**src/rtl/i2c_rs_pkg.sv**
```systemverilog
package i2c_rs_pkg;

  typedef enum logic [3:0] {
    ST_IDLE,
    ST_DEV,
    ST_DEV_ACK,
    ST_RAB,
    ST_RAB_ACK,
    ST_WR,
    ST_WR_ACK,
    ST_TX,
    ST_TX_ACK,
    ST_TX_PRE,
    ST_SKIP
  } rs_state_e;

endpackage

```
**src/rtl/i2c_rs_rstsync.sv**
```systemverilog
module i2c_rs_rstsync #(
  parameter int STAGES = 2
) (
  input  logic clk,
  input  logic rst_n,
  output logic rst_ns
);

  logic [STAGES-1:0] chain_q;

  always_ff @(posedge clk or negedge rst_n) begin
    if (!rst_n) begin
      chain_q <= '0;
    end else begin
      chain_q <= {chain_q[STAGES-2:0], 1'b1};
    end
  end

  assign rst_ns = chain_q[STAGES-1];

endmodule

```
**src/rtl/i2c_rs_sampler.sv**
```systemverilog
module i2c_rs_sampler #(
  parameter int SYNC_STAGES = 2
) (
  input  logic clk,
  input  logic rst_n,
  input  logic scl_i,
  input  logic sda_i,
  output logic scl_s,
  output logic scl_q,
  output logic sda_s,
  output logic scl_rise,
  output logic scl_fall,
  output logic start_det,
  output logic stop_det
);

  logic [SYNC_STAGES-1:0] scl_sy;
  logic [SYNC_STAGES-1:0] sda_sy;
  logic                   sda_q;

  always_ff @(posedge clk or negedge rst_n) begin
    if (!rst_n) begin
      scl_sy <= '1;
      sda_sy <= '1;
      scl_q  <= 1'b1;
      sda_q  <= 1'b1;
    end else begin
      scl_sy <= {scl_sy[SYNC_STAGES-2:0], scl_i};
      sda_sy <= {sda_sy[SYNC_STAGES-2:0], sda_i};
      scl_q  <= scl_sy[SYNC_STAGES-1];
      sda_q  <= sda_sy[SYNC_STAGES-1];
    end
  end

  assign scl_s     = scl_sy[SYNC_STAGES-1];
  assign sda_s     = sda_sy[SYNC_STAGES-1];
  assign scl_rise  = scl_s & ~scl_q;
  assign scl_fall  = ~scl_s & scl_q;
  assign start_det = scl_s & scl_q & sda_q & ~sda_s;
  assign stop_det  = scl_s & scl_q & ~sda_q & sda_s;

endmodule

```
**src/rtl/i2c_rs_regfile.sv**
```systemverilog
module i2c_rs_regfile #(
  parameter int NREG = 64,
  parameter int DW   = 8,
  localparam int AW  = $clog2(NREG)
) (
  input  logic          clk,
  input  logic          rst_n,
  input  logic          we,
  input  logic [AW-1:0] waddr,
  input  logic [DW-1:0] wdata,
  input  logic [AW-1:0] raddr,
  output logic [DW-1:0] rdata
);

  logic [DW-1:0] ent [NREG];

  for (genvar g = 0; g < NREG; g++) begin : g_ent
    logic          hit;
    logic [DW-1:0] val_q;

    assign hit = we && (waddr == AW'(g));

    always_ff @(posedge clk or negedge rst_n) begin
      if (!rst_n) begin
        val_q <= '0;
      end else if (hit) begin
        val_q <= wdata;
      end
    end

    assign ent[g] = val_q;
  end

  assign rdata = ent[raddr];

endmodule

```
**src/rtl/i2c_rs_engine.sv**
```systemverilog
module i2c_rs_engine
  import i2c_rs_pkg::*;
#(
  parameter logic [6:0] DEV_ADDR   = 7'h48,
  parameter int         PTR_W      = 6,
  parameter int         RELOAD_IDX = 26,
  localparam int        BYTE_W     = 8,
  localparam int        CNT_W      = $clog2(BYTE_W)
) (
  input  logic              clk,
  input  logic              rst_n,
  input  logic              scl_rise,
  input  logic              scl_fall,
  input  logic              start_det,
  input  logic              stop_det,
  input  logic              sda_s,
  input  logic [BYTE_W-1:0] rf_rdata,
  output logic [PTR_W-1:0]  rf_raddr,
  output logic              rf_we,
  output logic [PTR_W-1:0]  rf_waddr,
  output logic [BYTE_W-1:0] rf_wdata,
  output logic              sda_oe,
  output rs_state_e         state_o,
  output logic [PTR_W-1:0]  ptr_o,
  output logic              ainc_o
);

  localparam logic [CNT_W-1:0] LAST_BIT = CNT_W'(BYTE_W - 1);
  localparam logic [PTR_W-1:0] RELOAD   = PTR_W'(RELOAD_IDX);

  rs_state_e         st_q, st_n;
  logic [CNT_W-1:0]  cnt_q, cnt_n;
  logic [BYTE_W-1:0] sh_q, sh_n;
  logic [BYTE_W-1:0] tx_q, tx_n;
  logic [PTR_W-1:0]  ptr_q, ptr_n;
  logic              ainc_q, ainc_n;
  logic              half_q, half_n;
  logic              oe_q, oe_n;
  logic [BYTE_W-1:0] rx_byte;
  logic [PTR_W-1:0]  ptr_inc;
  logic              we_c;

  assign rx_byte = {sh_q[BYTE_W-2:0], sda_s};
  assign ptr_inc = ptr_q + 1'b1;

  always_comb begin
    st_n   = st_q;
    cnt_n  = cnt_q;
    sh_n   = sh_q;
    tx_n   = tx_q;
    ptr_n  = ptr_q;
    ainc_n = ainc_q;
    half_n = half_q;
    oe_n   = oe_q;
    we_c   = 1'b0;
    if (stop_det) begin
      st_n   = ST_IDLE;
      oe_n   = 1'b0;
      half_n = 1'b0;
    end else if (start_det) begin
      st_n   = ST_DEV;
      cnt_n  = '0;
      oe_n   = 1'b0;
      half_n = 1'b0;
    end else begin
      unique case (st_q)
        ST_DEV, ST_RAB, ST_WR: begin
          if (scl_rise) begin
            sh_n  = rx_byte;
            cnt_n = cnt_q + 1'b1;
            if (cnt_q == LAST_BIT) begin
              half_n = 1'b0;
              if (st_q == ST_DEV) begin
                st_n = (rx_byte[BYTE_W-1:1] == DEV_ADDR) ? ST_DEV_ACK : ST_SKIP;
              end else if (st_q == ST_RAB) begin
                ptr_n  = rx_byte[PTR_W-1:0];
                ainc_n = rx_byte[BYTE_W-1];
                st_n   = ST_RAB_ACK;
              end else begin
                if (ainc_q && (ptr_q == RELOAD)) begin
                  ptr_n = rx_byte[PTR_W-1:0];
                end else begin
                  we_c = 1'b1;
                  if (ainc_q) begin
                    ptr_n = ptr_inc;
                  end
                end
                st_n = ST_WR_ACK;
              end
            end
          end
        end
        ST_DEV_ACK, ST_RAB_ACK, ST_WR_ACK: begin
          if (scl_fall) begin
            if (!half_q) begin
              half_n = 1'b1;
              oe_n   = 1'b1;
            end else begin
              half_n = 1'b0;
              cnt_n  = '0;
              oe_n   = 1'b0;
              if (st_q == ST_DEV_ACK) begin
                if (sh_q[0]) begin
                  st_n = ST_TX;
                  tx_n = rf_rdata;
                  oe_n = ~rf_rdata[BYTE_W-1];
                end else begin
                  st_n = ST_RAB;
                end
              end else if (st_q == ST_RAB_ACK) begin
                st_n = ST_WR;
              end else begin
                st_n = ainc_q ? ST_WR : ST_RAB;
              end
            end
          end
        end
        ST_TX: begin
          if (scl_rise) begin
            cnt_n = cnt_q + 1'b1;
            if (cnt_q == LAST_BIT) begin
              st_n   = ST_TX_ACK;
              half_n = 1'b0;
            end
          end else if (scl_fall) begin
            tx_n = {tx_q[BYTE_W-2:0], 1'b0};
            oe_n = ~tx_q[BYTE_W-2];
          end
        end
        ST_TX_ACK: begin
          if (scl_fall && !half_q) begin
            oe_n   = 1'b0;
            half_n = 1'b1;
          end else if (scl_rise && half_q) begin
            half_n = 1'b0;
            if (sda_s) begin
              st_n = ST_SKIP;
            end else begin
              if (ainc_q) begin
                ptr_n = ptr_inc;
              end
              st_n = ST_TX_PRE;
            end
          end
        end
        ST_TX_PRE: begin
          if (scl_fall) begin
            tx_n  = rf_rdata;
            oe_n  = ~rf_rdata[BYTE_W-1];
            cnt_n = '0;
            st_n  = ST_TX;
          end
        end
        default: begin
          oe_n = 1'b0;
        end
      endcase
    end
  end

  always_ff @(posedge clk or negedge rst_n) begin
    if (!rst_n) begin
      st_q   <= ST_IDLE;
      cnt_q  <= '0;
      sh_q   <= '0;
      tx_q   <= '0;
      ptr_q  <= '0;
      ainc_q <= 1'b0;
      half_q <= 1'b0;
      oe_q   <= 1'b0;
    end else begin
      st_q   <= st_n;
      cnt_q  <= cnt_n;
      sh_q   <= sh_n;
      tx_q   <= tx_n;
      ptr_q  <= ptr_n;
      ainc_q <= ainc_n;
      half_q <= half_n;
      oe_q   <= oe_n;
    end
  end

  assign rf_raddr = ptr_q;
  assign rf_we    = we_c;
  assign rf_waddr = ptr_q;
  assign rf_wdata = rx_byte;
  assign sda_oe   = oe_q;
  assign state_o  = st_q;
  assign ptr_o    = ptr_q;
  assign ainc_o   = ainc_q;

endmodule

```
**src/rtl/i2c_regslave.sv**
```systemverilog
module i2c_regslave
  import i2c_rs_pkg::*;
#(
  parameter logic [6:0] DEV_ADDR    = 7'h48,
  parameter int         NREG        = 64,
  parameter int         RELOAD_IDX  = 26,
  parameter int         SYNC_STAGES = 2,
  localparam int        PTR_W       = $clog2(NREG),
  localparam int        DW          = 8
) (
  input  logic clk,
  input  logic rst_n,
  input  logic scl_i,
  input  logic sda_i,
  output logic sda_oe_o
);

  logic             rst_ns;
  logic             scl_s, scl_q, sda_s;
  logic             scl_rise, scl_fall, start_det, stop_det;
  logic [DW-1:0]    rf_rdata, rf_wdata;
  logic [PTR_W-1:0] rf_raddr, rf_waddr, ptr;
  logic             rf_we, sda_oe, ainc;
  rs_state_e        state;

  i2c_rs_rstsync #(.STAGES(2)) u_rst (
    .clk    (clk),
    .rst_n  (rst_n),
    .rst_ns (rst_ns)
  );

  i2c_rs_sampler #(.SYNC_STAGES(SYNC_STAGES)) u_smp (
    .clk       (clk),
    .rst_n     (rst_ns),
    .scl_i     (scl_i),
    .sda_i     (sda_i),
    .scl_s     (scl_s),
    .scl_q     (scl_q),
    .sda_s     (sda_s),
    .scl_rise  (scl_rise),
    .scl_fall  (scl_fall),
    .start_det (start_det),
    .stop_det  (stop_det)
  );

  i2c_rs_engine #(
    .DEV_ADDR   (DEV_ADDR),
    .PTR_W      (PTR_W),
    .RELOAD_IDX (RELOAD_IDX)
  ) u_eng (
    .clk       (clk),
    .rst_n     (rst_ns),
    .scl_rise  (scl_rise),
    .scl_fall  (scl_fall),
    .start_det (start_det),
    .stop_det  (stop_det),
    .sda_s     (sda_s),
    .rf_rdata  (rf_rdata),
    .rf_raddr  (rf_raddr),
    .rf_we     (rf_we),
    .rf_waddr  (rf_waddr),
    .rf_wdata  (rf_wdata),
    .sda_oe    (sda_oe),
    .state_o   (state),
    .ptr_o     (ptr),
    .ainc_o    (ainc)
  );

  i2c_rs_regfile #(.NREG(NREG), .DW(DW)) u_rf (
    .clk   (clk),
    .rst_n (rst_ns),
    .we    (rf_we),
    .waddr (rf_waddr),
    .wdata (rf_wdata),
    .raddr (rf_raddr),
    .rdata (rf_rdata)
  );

  assign sda_oe_o = sda_oe;

endmodule

```
**config.mk**
```make
export PLATFORM = sky130hd
export DESIGN_NAME = i2c_regslave
export DESIGN_NICKNAME = d
export VERILOG_FILES = /design/src/rtl/i2c_rs_pkg.sv /design/src/rtl/i2c_rs_rstsync.sv /design/src/rtl/i2c_rs_sampler.sv /design/src/rtl/i2c_rs_regfile.sv /design/src/rtl/i2c_rs_engine.sv /design/src/rtl/i2c_regslave.sv
export SDC_FILE = /design/constraint.sdc
export NUM_CORES = 1
export LEC_CHECK = 0
export BUFFER_PORTS_ARGS = -buffer_cell sky130_fd_sc_hd__buf_4
export CAP_MARGIN = 20
export CELL_PAD_IN_SITES_DETAIL_PLACEMENT = 1
export CELL_PAD_IN_SITES_GLOBAL_PLACEMENT = 2
export CORE_MARGIN = 2
export CORE_UTILIZATION = 45
export CTS_CLUSTER_DIAMETER = 200
export CTS_CLUSTER_SIZE = 28
export DETAILED_ROUTE_END_ITERATION = 10
export PLACE_DENSITY_LB_ADDON = 0.05
export SYNTH_ARGS = -nofsm -noshare
export SYNTH_HDL_FRONTEND = slang
export SYNTH_SLANG_ARGS = --single-unit
```
**constraint.sdc**
```tcl
create_clock -name clk -period 30.3 [get_ports clk]
set_input_delay 1.515 -clock clk [delete_from_list [all_inputs] [get_ports clk]]
set_output_delay 1.515 -clock clk [all_outputs]
set_load 0.01 [all_outputs]
```
# Word level (Yosys, flattened, before mapping)
# Index checks and enable logic that the tools add are counted.
# word_totals
reg_bits	550
input_bits	4
output_inout_bits	1
word_cells	364
# classes
addsub	2
n_lt_le_gt_ge	1
eq_ne	107
n_mux	75
bitwise	17
reduce_logical	85
# ops
operator	count
== test 6 bit, second input constant	32
== test 6 x 5 -> 1 bit, second input constant	16
logical AND 1 bit	67
2-to-1 mux 4 bit	15
2-to-1 mux 6 bit	9
2-to-1 mux 7 bit	7
binary-select mux 8 bit (select 6 bit)	1
== test 6 x 4 -> 1 bit, second input constant	8
!= test 4 x 3 -> 1 bit, second input constant	10
2-to-1 mux 1 bit	26
== test 6 x 3 -> 1 bit, second input constant	4
2-to-1 mux 3 bit	7
case mux 7 bit (3 select lines)	1
case mux 4 bit (5 select lines)	1
AND reduction 10 bit	2
!= test 2 x 1 -> 1 bit, second input constant	9
== test 4 x 3 -> 1 bit, second input constant	4
2-to-1 mux 8 bit	2
== test 6 x 2 -> 1 bit, second input constant	2
case mux 6 bit (2 select lines)	1
AND reduction 6 bit	2
!= test 3 x 2 -> 1 bit, second input constant	3
NOT 1 bit	9
case mux 3 bit (3 select lines)	1
33 further kinds	48

# Logic depth before layout (Yosys ltp)
# logic_depth
word_depth	12
depth_mapped	15
ltp_nobuf	8

# Hierarchy
# A second synthesis with hierarchy kept.
# hier_totals
hier_cells	1742
hier_area_um2	25822.3
# modules_own_cells
module	instances	cells_per_inst	area_per_inst_um2	seq_area_each_um2
i2c_rs_regfile	1	1509	23572.6	12812.3
i2c_rs_engine	1	220	2005.7	750.7
i2c_rs_sampler	1	10	190.2	157.7
i2c_rs_rstsync	1	3	53.8	50.0

# Least setup slack after synthesis
# Ideal clock, no wire load.
# synth_timing
kind	register -> register
startpoint	register u_eng.ptr_q[0] (netlist: u_eng.ptr_o[0])
endpoint	register u_rf.g_ent[56].val_q[0]
setup_ns	0.125
arrival_ns	2.947
required_time_ns	30.175
path_slack_ns	27.228
path_stages_with_launch	15
path_buffers	8
synth_period_minus_slack_ns	3.072
cell_sequence	dfrtp_1 > buf_6 > buf_8 > buf_6 > buf_6 > buf_6 > inv_1 > ha_1 > buf_1 > and4b_1 > nand3b_1 > buf_4 > buf_4 > nor2_2 > mux2_2
# synth_between
elab_chain_cells	11
elab_cells_between_ends	12
cone_classes	eq/ne: 2; mux: 8; reduce/logical: 2
# synth_lines
item	line	source
start, declared	i2c_rs_engine.sv:35	logic [PTR_W-1:0] ptr_q, ptr_n;
start signal, assigned	i2c_rs_engine.sv:176	ptr_q <= ptr_n;
== test 6 x 5 -> 1 bit	i2c_rs_engine.sv:80	if (ainc_q && (ptr_q == RELOAD)) begin
logical AND 1 bit	i2c_rs_engine.sv:80	
2-to-1 mux 1 bit	i2c_rs_engine.sv:80	
2-to-1 mux 1 bit	i2c_rs_engine.sv:75	end else if (st_q == ST_RAB) begin
2-to-1 mux 1 bit	i2c_rs_engine.sv:73	if (st_q == ST_DEV) begin
2-to-1 mux 1 bit	i2c_rs_engine.sv:71	if (cnt_q == LAST_BIT) begin
2-to-1 mux 1 bit	i2c_rs_engine.sv:68	if (scl_rise) begin
2-to-1 mux 1 bit	i2c_rs_engine.sv:66	unique case (st_q)
2-to-1 mux 1 bit	i2c_rs_engine.sv:60	end else if (start_det) begin
2-to-1 mux 1 bit	i2c_rs_engine.sv:56	if (stop_det) begin
logical AND 1 bit (*)	i2c_rs_regfile.sv:21	assign hit = we && (waddr == AW'(g));
end signal, assigned	i2c_rs_regfile.sv:27	val_q <= wdata;
end, declared	i2c_rs_regfile.sv:19	logic [DW-1:0] val_q;
# Mark *: on every way between the ends. The rest lies on a longest branch, timed or not.
# A chain may end at the register's enable or synchronous reset.

# Worst setup path in the final report
# layout_timing
startpoint	register u_eng.st_q[0] (netlist: u_eng.state_o[0])
endpoint	register u_rf.g_ent[37].val_q[0]
# layout_between
elab_chain_cells	9
elab_cells_between_ends	12
cone_classes	eq/ne: 3; mux: 7; reduce/logical: 2
# layout_lines
item	line	source
start, declared	i2c_rs_engine.sv:31	rs_state_e st_q, st_n;
start signal, assigned	i2c_rs_engine.sv:172	st_q <= st_n;
== test 4 x 2 -> 1 bit	i2c_rs_engine.sv:66, i2c_rs_engine.sv:75	
2-to-1 mux 1 bit	i2c_rs_engine.sv:75	
2-to-1 mux 1 bit	i2c_rs_engine.sv:73	
2-to-1 mux 1 bit	i2c_rs_engine.sv:71	
2-to-1 mux 1 bit	i2c_rs_engine.sv:68	
2-to-1 mux 1 bit (*)	i2c_rs_engine.sv:66	
2-to-1 mux 1 bit (*)	i2c_rs_engine.sv:60	
2-to-1 mux 1 bit (*)	i2c_rs_engine.sv:56	
logical AND 1 bit (*)	i2c_rs_regfile.sv:21	
end signal, assigned	i2c_rs_regfile.sv:27	
end, declared	i2c_rs_regfile.sv:19	
# Marks and branches as above.

==> impl_metrics.sql <==
INSERT INTO impl_metrics (metric_group, metric, value, unit) VALUES
('global_routing', 'grt.overflow.total', '0', ''),
('floorplan', 'placeableCoreArea', '57800', 'µm²'),
('sta', 'timing.final.crit_period', '3.90', 'ns'),
('synth', 'syn-instance-count', '1855', ''),
('global_routing', 'antenna_found_initial', '0', ''),
('worst_setup_path', 'worst_path_dominant_cell_family', 'simple AND/OR/NAND/NOR gates', ''),
('status', 'run_status', 'complete, no violations', ''),
('synth', 'syn-mean-instance-area', '14.2', 'µm²'),
('cells_and_area', 'post_route_cells_drive_above_1_share', '40.7', '%'),
('sta', 'fmax', '256', 'MHz'),
('cts', 'clk_transition_reported_paths', '0.11', 'ns'),
('hold_path', 'hold_start', 'u_smp.scl_sy[0]', ''),
('cells_and_area', 'most-common-layout-cells', '533 x sky130_fd_sc_hd__dfrtp_1, 520 x sky130_fd_sc_hd__mux2_2, 134 x sky130_fd_sc_hd__mux2i_1', ''),
('route', 'drt-initial-drc-count', '916', ''),
('power', 'intPower', '1060', 'µW'),
('power', 'power_density', '63.1', 'nW/µm²'),
('cts', 'tritoncts_clock_tree', 'yes', ''),
('run', 'maxCapViolCount', '0', ''),
('sta', 'slew_headroom', '24.4', '%'),
('placement', 'io_buffers', '4', ''),
('power', 'cellLeakagePower', '0.0131', 'µW'),
('hold_path', 'hold_path.class', 'flop to flop', ''),
('power', 'power.switching_fraction', '38.8', '%'),
('cts', 'cts-htree-levels', '1', ''),
('worst_setup_path', 'r2r_start', 'u_eng.state_o[0]', ''),
('worst_setup_path', 'timing.critical_path.from_type', 'flop', ''),
('sta', 'worst_slew_pin_slew', '1.13', 'ns'),
('cells_and_area', 'insertedDiodeCount', '0', ''),
('synth', 'synth_cell_types', '73', ''),
('power', 'irDropWorstVdd', '56.6', 'µV'),
('global_routing', 'grt_start_max_net_pins', '111', ''),
('synth', 'ys_seq_elements', '550', ''),
('global_routing', 'grt_pass1_wl', '110', 'mm'),
('synth', 'synth_seq_area_share', '52.1', '%'),
('cts', 'cts.root.buffer_cell', 'sky130_fd_sc_hd__clkbuf_16', ''),
('worst_setup_path', 'critPathMaxStageDelay', '1.25', 'ns'),
('route', 'drc', '0', ''),
('cts', 'hold_buffers', '0', ''),
('global_routing', 'number_of_global_route_vias_before_repair', '16600', ''),
('cts', 'clkLatencyLatePin', '0.60', 'ns'),
('route', 'number_of_nets_with_antenna_violations_after_routing', '0', ''),
('route', 'route.detailed.vias_per_inst', '5.99', ''),
('cells_and_area', 'layout_commonest_cell', 'sky130_fd_sc_hd__dfrtp_1', ''),
('power', 'power.net_switching', '674', 'µW'),
('floorplan', 'io-pin-count', '5', ''),
('worst_setup_path', 'worstPathArrival', '4.39', 'ns'),
('cells_and_area', 'flow.area_growth_from_synthesis', '4.26', '%'),
('route', 'detailedRoute.firstPassIterationCount', '5', ''),
('cts', 'clock_sink_count', '550', ''),
('worst_setup_path', 'cp_max_fo', '21', ''),
('synth', 'synth_warn', '0', ''),
('floorplan', 'row_count', '88', ''),
('power', 'p_clk_share', '21.8', '%'),
('sta', 'finalHoldViolations', '0', ''),
('worst_setup_path', 'req_time_crit_path', '30.79', 'ns'),
('synth', 'synth_enable_flop_cells', '0', ''),
('sta', 'setup_violations', '0', ''),
('global_routing', 'track_usage', '24.1', '%'),
('route', 'totalWireLength', '71.2', 'mm'),
('worst_setup_path', 'critical_path_buf_inv_count', '0', ''),
('cts', 'max-clock-path-buffers', '3', ''),
('synth', 'synth_area', '26400', 'µm²'),
('sta', 'fin_crit_sh', '12.9', '%'),
('synth', 'yosys_most_used_dff', 'sky130_fd_sc_hd__dfrtp_1', ''),
('worst_setup_path', 'capturing_element_type_of_the_critical_path', 'flop', ''),
('placement', 'gp_congestion', '0.770', ''),
('sta', 'timing.setup.tns', '0', 'ns'),
('cells_and_area', 'final_core_util', '47.6', '%'),
('sta', 'unrepaired_setup_endpoints_after_global_routing', 'false', ''),
('worst_setup_path', 'crit_path_start', 'u_eng.state_o[0]', ''),
('floorplan', 'area_enclosed_by_the_die_boundary', '60600', 'µm²');
==> worst paths after layout <==
| check | to | slack, ns | depth (start not counted) |
|---|---|---|---|
| min in group asynchronous | u_rf.g_ent[31].val_q[1] | 0.45 | 0 |
| worst max register to register | u_rf.g_ent[37].val_q[0] | 26.40 | 5 |
| worst max-delay path | u_rf.g_ent[37].val_q[0] | 26.40 | 5 |
| worst min-delay path | u_smp.scl_sy[1] | 0.36 | 0 |
| worst min register to register | u_smp.scl_sy[1] | 0.36 | 0 |
| max in group asynchronous | u_rf.g_ent[6].val_q[5] | 26.65 | 4 |
==> logic make-up (layout without fill, tap and decap cells) <==
group           Yosys count  after routing  share of synthesized area, %
xor+xnor                  2              2                        0.0663
fa+ha+maj                 7              7                         0.322
mux                     732            732                          33.9
compound gates          162            162                          4.25
buf+inv                 154             79                          3.11
flops                   550            550                          52.1
simple gates            247            247                          6.14
other cells               1              1                        0.0142
==> cell usage after synthesis (4+ instances only) <==
cell type	instances	area, µm²
sky130_fd_sc_hd__o32ai_1	6	52.6
sky130_fd_sc_hd__nand2b_1	5	31.3
sky130_fd_sc_hd__ha_1	6	75.1
sky130_fd_sc_hd__a22oi_1	61	458
sky130_fd_sc_hd__buf_6	17	191
sky130_fd_sc_hd__nor2_1	20	75.1
sky130_fd_sc_hd__mux2i_1	134	1340
sky130_fd_sc_hd__a21oi_1	29	145
sky130_fd_sc_hd__nor4_1	4	25.0
sky130_fd_sc_hd__and3_1	4	25.0
sky130_fd_sc_hd__mux4_2	55	1240
sky130_fd_sc_hd__inv_1	11	41.3
sky130_fd_sc_hd__nand4_1	11	68.8
sky130_fd_sc_hd__buf_1	6	22.5
sky130_fd_sc_hd__nand3_1	53	265
sky130_fd_sc_hd__mux2_1	5	56.3
sky130_fd_sc_hd__o21ai_0	18	90.1
sky130_fd_sc_hd__mux2_2	520	5860
sky130_fd_sc_hd__nand3b_1	5	37.5
sky130_fd_sc_hd__dfrtp_1	544	13600
sky130_fd_sc_hd__buf_2	16	80.1
sky130_fd_sc_hd__buf_4	14	105
sky130_fd_sc_hd__o22ai_1	6	37.5
sky130_fd_sc_hd__o31ai_1	4	30.0
sky130_fd_sc_hd__nor2b_1	13	81.3
sky130_fd_sc_hd__a31oi_1	5	31.3
sky130_fd_sc_hd__a2bb2oi_1	4	35.0
sky130_fd_sc_hd__dfstp_2	6	158
sky130_fd_sc_hd__nor2_2	36	225
sky130_fd_sc_hd__clkbuf_1	83	312
sky130_fd_sc_hd__nor2_8	20	400
sky130_fd_sc_hd__mux4_1	18	473
sky130_fd_sc_hd__nor3_1	9	45.0
sky130_fd_sc_hd__nand2_1	47	176
==> per-layer routing <==
layer / vias up / GRT usage (%) / part of all wire, %
li1: 6649 / - / -
met1: 8326 / 33.8 / 46
met2: 196 / 41.1 / 50
met3: 61 / 2.23 / 2.9
met4: 0 / 4.01 / 1.5
met5: - / 0 / 0
==> per-stage QoR <==
step,setup slack (ns),power (µW),hold WS (ns),cell area (µm²),cells
floorplan,13.85,1190,0.331,26400,1855
CTS,26.25,1760,0.365,27500,2544
global placement,26.38,1370,0.338,26900,2511
finish,26.40,1740,0.363,27500,2545
global route,26.11,1820,0.371,27500,2545
detailed placement,26.26,1370,0.342,26900,2511
==> sequential cells by signal, summed over array words and instances (netlist names), 2 cells and up <==
name	flops
u_rf.g_ent.val_q	512
u_eng.sh_q	7
u_eng.tx_q	7
u_eng.ptr_o	6
u_eng.state_o	4
u_eng.cnt_q	3
u_rst.chain_q	2
u_smp.scl_sy	2
u_smp.sda_sy	2
==> power by group through the flow <==
stage | Sequential [µW] | Combinational (µW) | Clock, µW
2_1_floorplan | 786 | 405 | 0
3_3_place_gp | 824 | 543 | 0
3_5_place_dp | 826 | 548 | 0
4_1_cts | 812 | 550 | 395
5_1_grt | 817 | 582 | 420
6_report | 811 | 547 | 378
==> area by class of cell <==
type / count / area [µm²]
fillers: 5695 / 30300
flip-flops and latches: 550 / 13800
multi-input cells: 1151 / 11800
well taps: 765 / 957
clock buffers: 32 / 609
repair buffers: 35 / 295
inverters: 11 / 41.3
clock inverters: 1 / 11.3
Power figures use the tool's default switching activity.
